## src/rtl/evs_pkg.sv

```systemverilog
// Package: shared phase type for the delayed one-shot generator.
// Assumes: the 2-bit encoding is observed by software and must not change.
package evs_pkg;

    typedef enum logic [1:0] {
        PH_WAIT  = 2'd0,
        PH_DELAY = 2'd1,
        PH_START = 2'd2,
        PH_SHOT  = 2'd3
    } phase_e;

endpackage

```

## src/rtl/evs_edge_sync.sv

```systemverilog
// Module: evs_edge_sync
// Synchronizes an asynchronous input through SYNC_FLOPS flops, then
// compares against one more flop to find a change of the selected polarity.
// Assumes: trig_in pulses are at least one clock wide. Latency from an
// input change to a registered consumer of hit is SYNC_FLOPS+1 edges.
module evs_edge_sync #(
    parameter int SYNC_FLOPS = 2
) (
    input  logic clk,
    input  logic rst_n,
    input  logic fall_sel,
    input  logic trig_in,
    output logic hit
);

    logic [SYNC_FLOPS-1:0] chain_q;
    logic                  prev_q;

    // Stage 0 captures the raw input.
    always_ff @(posedge clk) begin
        if (!rst_n) chain_q[0] <= 1'b0;
        else        chain_q[0] <= trig_in;
    end

    generate
        for (genvar g = 1; g < SYNC_FLOPS; g++) begin : g_stage
            // Later stages shift the sampled level along the chain.
            always_ff @(posedge clk) begin
                if (!rst_n) chain_q[g] <= 1'b0;
                else        chain_q[g] <= chain_q[g-1];
            end
        end
    endgenerate

    // Holds the previous synchronized level for change detection.
    always_ff @(posedge clk) begin
        if (!rst_n) prev_q <= 1'b0;
        else        prev_q <= chain_q[SYNC_FLOPS-1];
    end

    // Flags a change of the selected polarity.
    always_comb begin
        if (fall_sel) hit = prev_q & ~chain_q[SYNC_FLOPS-1];
        else          hit = ~prev_q & chain_q[SYNC_FLOPS-1];
    end

endmodule

```

## src/rtl/evs_prescaler.sv

```systemverilog
// Module: evs_prescaler
// Emits a one-cycle tick every prescale+1 cycles while run_en is high.
// Assumes: restart realigns the divider so the next tick comes
// prescale+1 cycles later. The divider is held at zero while disabled.
module evs_prescaler #(
    parameter int CNT_W = 16
) (
    input  logic             clk,
    input  logic             rst_n,
    input  logic             run_en,
    input  logic             restart,
    input  logic [CNT_W-1:0] prescale,
    output logic             tick
);

    logic [CNT_W-1:0] div_q;

    // Tick when the divider has reached the programmed value.
    assign tick = run_en && (div_q >= prescale);

    // Advances the divider, wrapping on tick and clearing on restart.
    always_ff @(posedge clk) begin
        if (!rst_n)                 div_q <= '0;
        else if (!run_en || restart) div_q <= '0;
        else if (tick)              div_q <= '0;
        else                        div_q <= div_q + 1'b1;
    end

endmodule

```

## src/rtl/evs_phase_fsm.sv

```systemverilog
// Module: evs_phase_fsm
// Phase sequencer with a shared down-counter: wait -> delay -> start ->
// shot -> wait. Each phase advances only on a tick.
// Assumes: hit is already synchronized. A zero length is treated as one
// tick. Leaving enable or mode forces the waiting phase.
module evs_phase_fsm
    import evs_pkg::*;
#(
    parameter int CNT_W = 16
) (
    input  logic             clk,
    input  logic             rst_n,
    input  logic             run_en,
    input  logic             oneshot_sel,
    input  logic             hit,
    input  logic             tick,
    input  logic [CNT_W-1:0] delay_ticks,
    input  logic [CNT_W-1:0] width_ticks,
    output logic             accept,
    output phase_e           phase,
    output logic             shot_q,
    output logic             done_q
);

    localparam logic [CNT_W-1:0] ONE = CNT_W'(1);

    phase_e           nxt;
    logic [CNT_W-1:0] cnt_q;
    logic [CNT_W-1:0] cnt_n;
    logic             fin;

    // Converts a programmed length into its counter preload.
    function automatic logic [CNT_W-1:0] preload(input logic [CNT_W-1:0] v);
        return (v == '0) ? '0 : (v - ONE);
    endfunction

    // Next-phase and counter decisions.
    always_comb begin
        nxt    = phase;
        cnt_n  = cnt_q;
        accept = 1'b0;
        fin    = 1'b0;
        if (!run_en || !oneshot_sel) begin
            nxt   = PH_WAIT;
            cnt_n = '0;
        end else begin
            unique case (phase)
                PH_WAIT: begin
                    if (hit) begin
                        nxt    = PH_DELAY;
                        cnt_n  = preload(delay_ticks);
                        accept = 1'b1;
                    end
                end
                PH_DELAY: begin
                    if (tick) begin
                        if (cnt_q == '0) nxt = PH_START;
                        else             cnt_n = cnt_q - ONE;
                    end
                end
                PH_START: begin
                    if (tick) begin
                        nxt   = PH_SHOT;
                        cnt_n = preload(width_ticks);
                    end
                end
                PH_SHOT: begin
                    if (tick) begin
                        if (cnt_q == '0) begin
                            nxt = PH_WAIT;
                            fin = 1'b1;
                        end else begin
                            cnt_n = cnt_q - ONE;
                        end
                    end
                end
                default: nxt = PH_WAIT;
            endcase
        end
    end

    // Phase, counter, output and done registers.
    always_ff @(posedge clk) begin
        if (!rst_n) begin
            phase  <= PH_WAIT;
            cnt_q  <= '0;
            shot_q <= 1'b0;
            done_q <= 1'b0;
        end else begin
            phase  <= nxt;
            cnt_q  <= cnt_n;
            shot_q <= (nxt == PH_SHOT);
            done_q <= fin;
        end
    end

endmodule

```

## src/rtl/evt_delay_shot.sv

```systemverilog
// Module: evt_delay_shot (top)
// Delayed one-shot pulse generator: edge synchronizer, tick divider and
// phase sequencer. irq is done gated by the mask input.
// Assumes: all control inputs are synchronous to clk. trig_in is async.
module evt_delay_shot
    import evs_pkg::*;
#(
    parameter int CNT_W      = 16,
    parameter int SYNC_FLOPS = 2
) (
    input  logic             clk,
    input  logic             rst_n,
    input  logic             run_en,
    input  logic             oneshot_sel,
    input  logic             fall_sel,
    input  logic             irq_unmask,
    input  logic [CNT_W-1:0] prescale,
    input  logic [CNT_W-1:0] delay_ticks,
    input  logic [CNT_W-1:0] width_ticks,
    input  logic             trig_in,
    output logic [1:0]       phase,
    output logic             shot_out,
    output logic             done,
    output logic             irq
);

    logic   hit_w;
    logic   tick_w;
    logic   accept_w;
    phase_e phase_w;

    evs_edge_sync #(.SYNC_FLOPS(SYNC_FLOPS)) u_sync (
        .clk      (clk),
        .rst_n    (rst_n),
        .fall_sel (fall_sel),
        .trig_in  (trig_in),
        .hit      (hit_w)
    );

    evs_prescaler #(.CNT_W(CNT_W)) u_presc (
        .clk      (clk),
        .rst_n    (rst_n),
        .run_en   (run_en),
        .restart  (accept_w),
        .prescale (prescale),
        .tick     (tick_w)
    );

    evs_phase_fsm #(.CNT_W(CNT_W)) u_fsm (
        .clk         (clk),
        .rst_n       (rst_n),
        .run_en      (run_en),
        .oneshot_sel (oneshot_sel),
        .hit         (hit_w),
        .tick        (tick_w),
        .delay_ticks (delay_ticks),
        .width_ticks (width_ticks),
        .accept      (accept_w),
        .phase       (phase_w),
        .shot_q      (shot_out),
        .done_q      (done)
    );

    assign phase = phase_w;
    assign irq   = done & irq_unmask;

endmodule

```

## config.mk

```make
export PLATFORM = sky130hd
export DESIGN_NAME = evt_delay_shot
export DESIGN_NICKNAME = d
export VERILOG_FILES = /design/src/rtl/evs_pkg.sv /design/src/rtl/evs_edge_sync.sv /design/src/rtl/evs_prescaler.sv /design/src/rtl/evs_phase_fsm.sv /design/src/rtl/evt_delay_shot.sv
export SDC_FILE = /design/constraint.sdc
export NUM_CORES = 1
export LEC_CHECK = 0
export BUFFER_PORTS_ARGS = -buffer_cell sky130_fd_sc_hd__buf_2
export CAP_MARGIN = 5
export CORE_UTILIZATION = 51
export CTS_CLUSTER_DIAMETER = 150
export CTS_CLUSTER_SIZE = 25
export DETAILED_ROUTE_END_ITERATION = 10
export GPL_TIMING_DRIVEN = 0
export PLACE_DENSITY = 0.77
export SYNTH_ARGS = -nofsm -noshare
export SYNTH_HDL_FRONTEND = slang
export SYNTH_SLANG_ARGS = --single-unit
```

## constraint.sdc

```tcl
create_clock -name clk -period 2.35 [get_ports clk]
set_input_delay 0.47 -clock clk [delete_from_list [all_inputs] [get_ports clk]]
set_output_delay 0.47 -clock clk [all_outputs]
set_load 0.01 [all_outputs]
```

==> impl_metrics.csv <==
group,metric,value,unit
setup_path,critical_path.cell_chain,"buf_2, or4_4, or4_4, o41ai_4, buf_4, buf_2, o22ai_1, a21oi_1, a211oi_1",
drt,routed_wire_length_per_instance,14.16,um
setup_path,critical_path.max_fanout,5,
power,seqPwrFrac,48.5,%
power,power_report.internal_total,997.6,uW
global_route,grt_util_all_layers,24.31,%
global_route,globalRouteMet3Util,4.205,%
sta,fmaxAchievable,0.4245,GHz
sta,timing.slew.headroom,64.95,%
sta,report.final.setup_viol,1,
power,share_comb_of_total_power,19.2,%
status,result_of_the_run,"finished, violations left",
drt,drt_iter0_drc,205,
clock_tree,numClockSinks,39,
synthesis,netlist.area_leader.share,24.96,%
power,p_per_area,355.2,nW/um2
global_route,grt_start_max_net_pins,12,
drt,first_pass_iters,5,
setup_path,required,2.53,ns
drt,postRouteAntennaNets,0,
clock_tree,h-tree-depth,2,
placement,io_buffer_count,59,
sta,setup-tns-final,-0.005778,ns
setup_path,r2r_end,"u_fsm.cnt_q[9]",
die,die_outline_height,80.32,um
global_route,grt_antenna_before_repair,0,
synthesis,synth-main-ff-cell,"dfxtp_1",
flow_run,maxCapViolCount,0,
setup_path,setup_slack_on_the_worst_flop_to_flop_path,0.12,ns
placement,dpl-instance-area,3525,um2
power,p_leak,0.001741,uW
cells_and_area,num-nets-final,553,
synthesis,netlist-cell-type-count,57,
clock_tree,cts_inserted_buffers,5,
drt,drc,0,
die,core_area,5921,um2
placement,dp_hpwl,5860,um
global_route,global_route_wire_length_before_repair,12300,um
cells_and_area,post_route_cells_drive_above_1_share,24.48,%
setup_path,crit_path_start,"delay_ticks[7]",
synthesis,synth_edf_count,0,
cells_and_area,final_cells,553,
power,power.net_switching,387.0,uW
sta,number_of_endpoints_with_negative_hold_slack_in_the_final_report,0,
global_route,global_route.overflow_total,0,
global_route,grt_pass1_vias,2740,
global_route,grt_util_met2,40.94,%
sta,timing.final.max_slew_violations,0,
sta,final_min_period,2.356,ns
synthesis,ys_seq_area_share,24.96,%
sta,hold_slack,0.3925,ns
clock_tree,insertion_delay,0.30,ns
setup_path,critical_path_arrival,2.53,ns
synthesis,synth_area_leaders,"dfxtp_1 25%, ha_1 8.4%, xor2_1 7.6%",
synthesis,synth_seq_cells,39,
setup_path,worst_path_largest_cell_delay,0.54,ns
cells_and_area,flow.area_growth_from_synthesis,24.60,%
synthesis,synthesis.yosys.warnings,0,
min_path,min-delay-path-class,"input pin to flop",
setup_path,cpMaxStageDelayCell,"or4_4",
global_route,grtUsageMet1,31.78,%
die,ios,60,
die,dieWidth,80.32,um
sta,post_route_fraction_of_the_period_consumed_by_the_critical_path,100.2,%
clock_tree,ctsRootBufferMaster,"clkbuf_8",
synthesis,netlist_instances,394,
synthesis,syn_nets,470,
setup_path,cp-end-kind,"flop",
setup_path,critPathCapture,"u_fsm.cnt_q[12]",
synthesis,synthArstFlopShare,0,%
power,p_sw_share,27.95,%
cells_and_area,antenna_cells_inserted,0,
status,failed_checks,"negative setup slack",
clock_tree,cts_tree,"yes",
clock_tree,clk_transition_reported_paths,0.08,ns
synthesis,post_synth_top_area_cell,"dfxtp_1",
synthesis,postSynthAreaPerCell,7.939,um2
setup_path,regToRegStartpoint,"u_fsm.cnt_q[10]",
die,dieArea,6451,um2
power,vdd.ir_drop.worst,0.2612,mV
placement,final_gp_congestion,0.8472,
global_route,globalRoute.busiestLayer,"met2",
setup_path,worst_setup_path_start_kind,"input pin",
drt,vias_per_cell,5.646,
sta,setup_slack,-0.005778,ns
sta,clock-skew-final,0.004912,ns
die,floorplan.initialDensity,52.83,%
drt,wirelength,7831,um
placement,placement.setup.worst_slack,-0.4393,ns
drt,vias,3122,
die,num_rows,28,
cells_and_area,final_design_area_no_fill,3897,um2
placement,numPlacedInstances,528,
power,power_frac_clock,32.2,%
sta,worst_slew_pin_slew,0.5234,ns
setup_path,setup.worst_path.class,"input pin to flop",
cells_and_area,n_fill_cell,514,
synthesis,synth_area,3128,um2
clock_tree,ctsLongestPathBuffers,2,
setup_path,timing.reg2reg.worst_path_depth,6,
[power by group through the flow]
stage | clock, uW | combinational, uW | sequential (uW)
floorplan | 0 | 133 | 686
global placement | 0 | 230 | 687
detailed placement | 0 | 235 | 687
CTS | 458 | 248 | 672
global route | 491 | 294 | 673
finish | 446 | 267 | 672
[metrics by stage]
| stage | power, uW | util (%) |
|---|---|---|
| floorplan | 819.2 | - |
| global placement | 916.4 | 59.53 |
| detailed placement | 922.5 | 59.53 |
| CTS | 1378 | 62.53 |
| global route | 1458 | 65.83 |
| finish | 1385 | 65.83 |
[worst min path at each step]
stage | startpoint | endpoint | cells after the start
finish | trig_in | u_sync.chain_q[0] | 2
global route | trig_in | u_sync.chain_q[0] | 2
CTS | trig_in | u_sync.chain_q[0] | 2
detailed placement | u_sync.chain_q[0] | u_sync.chain_q[1] | 1
global placement | u_sync.chain_q[0] | u_sync.chain_q[1] | 1
floorplan | u_sync.chain_q[0] | u_sync.chain_q[1] | 1
[metal layers]
layer / up-vias / part of all wire, %
met4: 0 / 0.84
met2: 59 / 48
li1: 1583 / -
met5: - / 0
met1: 1470 / 47
met3: 10 / 3.4
[critical path, delay by kind of cell]
kind                   cells  cell delay (ns)
and+or+nand+nor            2             1.01
AOI/OAI and AO/OA          4             0.59
buffers and inverters      3             0.47
[state kept, by name, summed over array words and instances (netlist names)]
register,count
u_fsm.done_q,1
u_fsm.phase,2
u_presc.div_q,16
u_fsm.cnt_q,16
u_sync.chain_q,2
u_sync.prev_q,1
u_fsm.shot_q,1
[cells in the final DEF (no fill, tap or decap), drive strengths merged, types with 2 or more instances in the layout]
cell / synthesis / routed
buf: 3 / 81
and3: 6 / 6
or3b: 2 / 2
inv: 28 / 28
nand4: 9 / 9
nand2: 32 / 32
or4b: 3 / 3
a21boi: 3 / 3
xnor2: 20 / 20
o2bb2ai: 3 / 3
dfxtp: 39 / 39
a21o: 2 / 2
nor4: 10 / 10
mux2i: 11 / 11
o22ai: 6 / 6
o31a: 3 / 3
and2: 4 / 4
o41ai: 2 / 2
a211oi: 8 / 8
o221ai: 3 / 3
a21oi: 17 / 17
nor2b: 5 / 5
nand3: 9 / 9
mux2: 2 / 2
o31ai: 2 / 2
nor3: 14 / 14
a31oi: 2 / 2
xor2: 27 / 27
or3: 2 / 2
nor3b: 5 / 5
nor2: 41 / 41
or4: 7 / 7
o21ai: 13 / 13
clkbuf: 8 / 13
ha: 21 / 21
nand2b: 9 / 9
[cell usage after synthesis, types with 2 or more instances]
library cell,n
nor2_1,41
dfxtp_1,39
nand2_1,32
inv_1,28
xor2_1,27
ha_1,21
xnor2_1,20
a21oi_1,17
nor3_1,14
o21ai_0,12
mux2i_1,11
nand2b_1,9
nand3_1,9
nand4_1,9
a211oi_1,8
clkbuf_1,8
nor4_1,8
and3_1,6
o22ai_1,6
nor2b_1,5
nor3b_1,5
or4_1,5
and2_1,4
o221ai_1,3
o2bb2ai_1,3
o31a_1,3
or4b_1,3
a21boi_0,2
a21o_1,2
a31oi_1,2
buf_4,2
o31ai_1,2
or3_1,2
or3b_2,2
or4_4,2
[kinds of logic after synthesis]
logic type | Yosys count | share of synthesized area [%]
flip-flops | 39 | 24.96
buffers and inverters | 39 | 4.960
AO/OA/AOI/OAI | 70 | 15.36
AND/OR/NAND/NOR | 165 | 28.92
multiplexers | 13 | 4.240
XOR/XNOR | 47 | 13.16
adder cells (fa/ha/maj) | 21 | 8.400
[timing repair]
item | CTS | global route
buffers inserted | 1 | 14
setup endpoints to repair | 28 | 28
gates resized for setup | 15 | 27
hold buffers | 0 | 0
gates cloned | 0 | 2
pin swaps | 2 | 9
[cell type report]
cell class                 instances  area (um2)  area share, %
multi-input combinational        316        2349          60.26
sequential                        39       782.0          20.06
timing repair buffer              76       420.4          10.79
inverter                          28       105.1          2.697
tap                               75       93.84          2.408
clock buffer                       7       76.32          1.958
buffer                            11       66.31          1.701
clock inverter                     1       5.005         0.1284
Power figures use the tool's default switching activity.
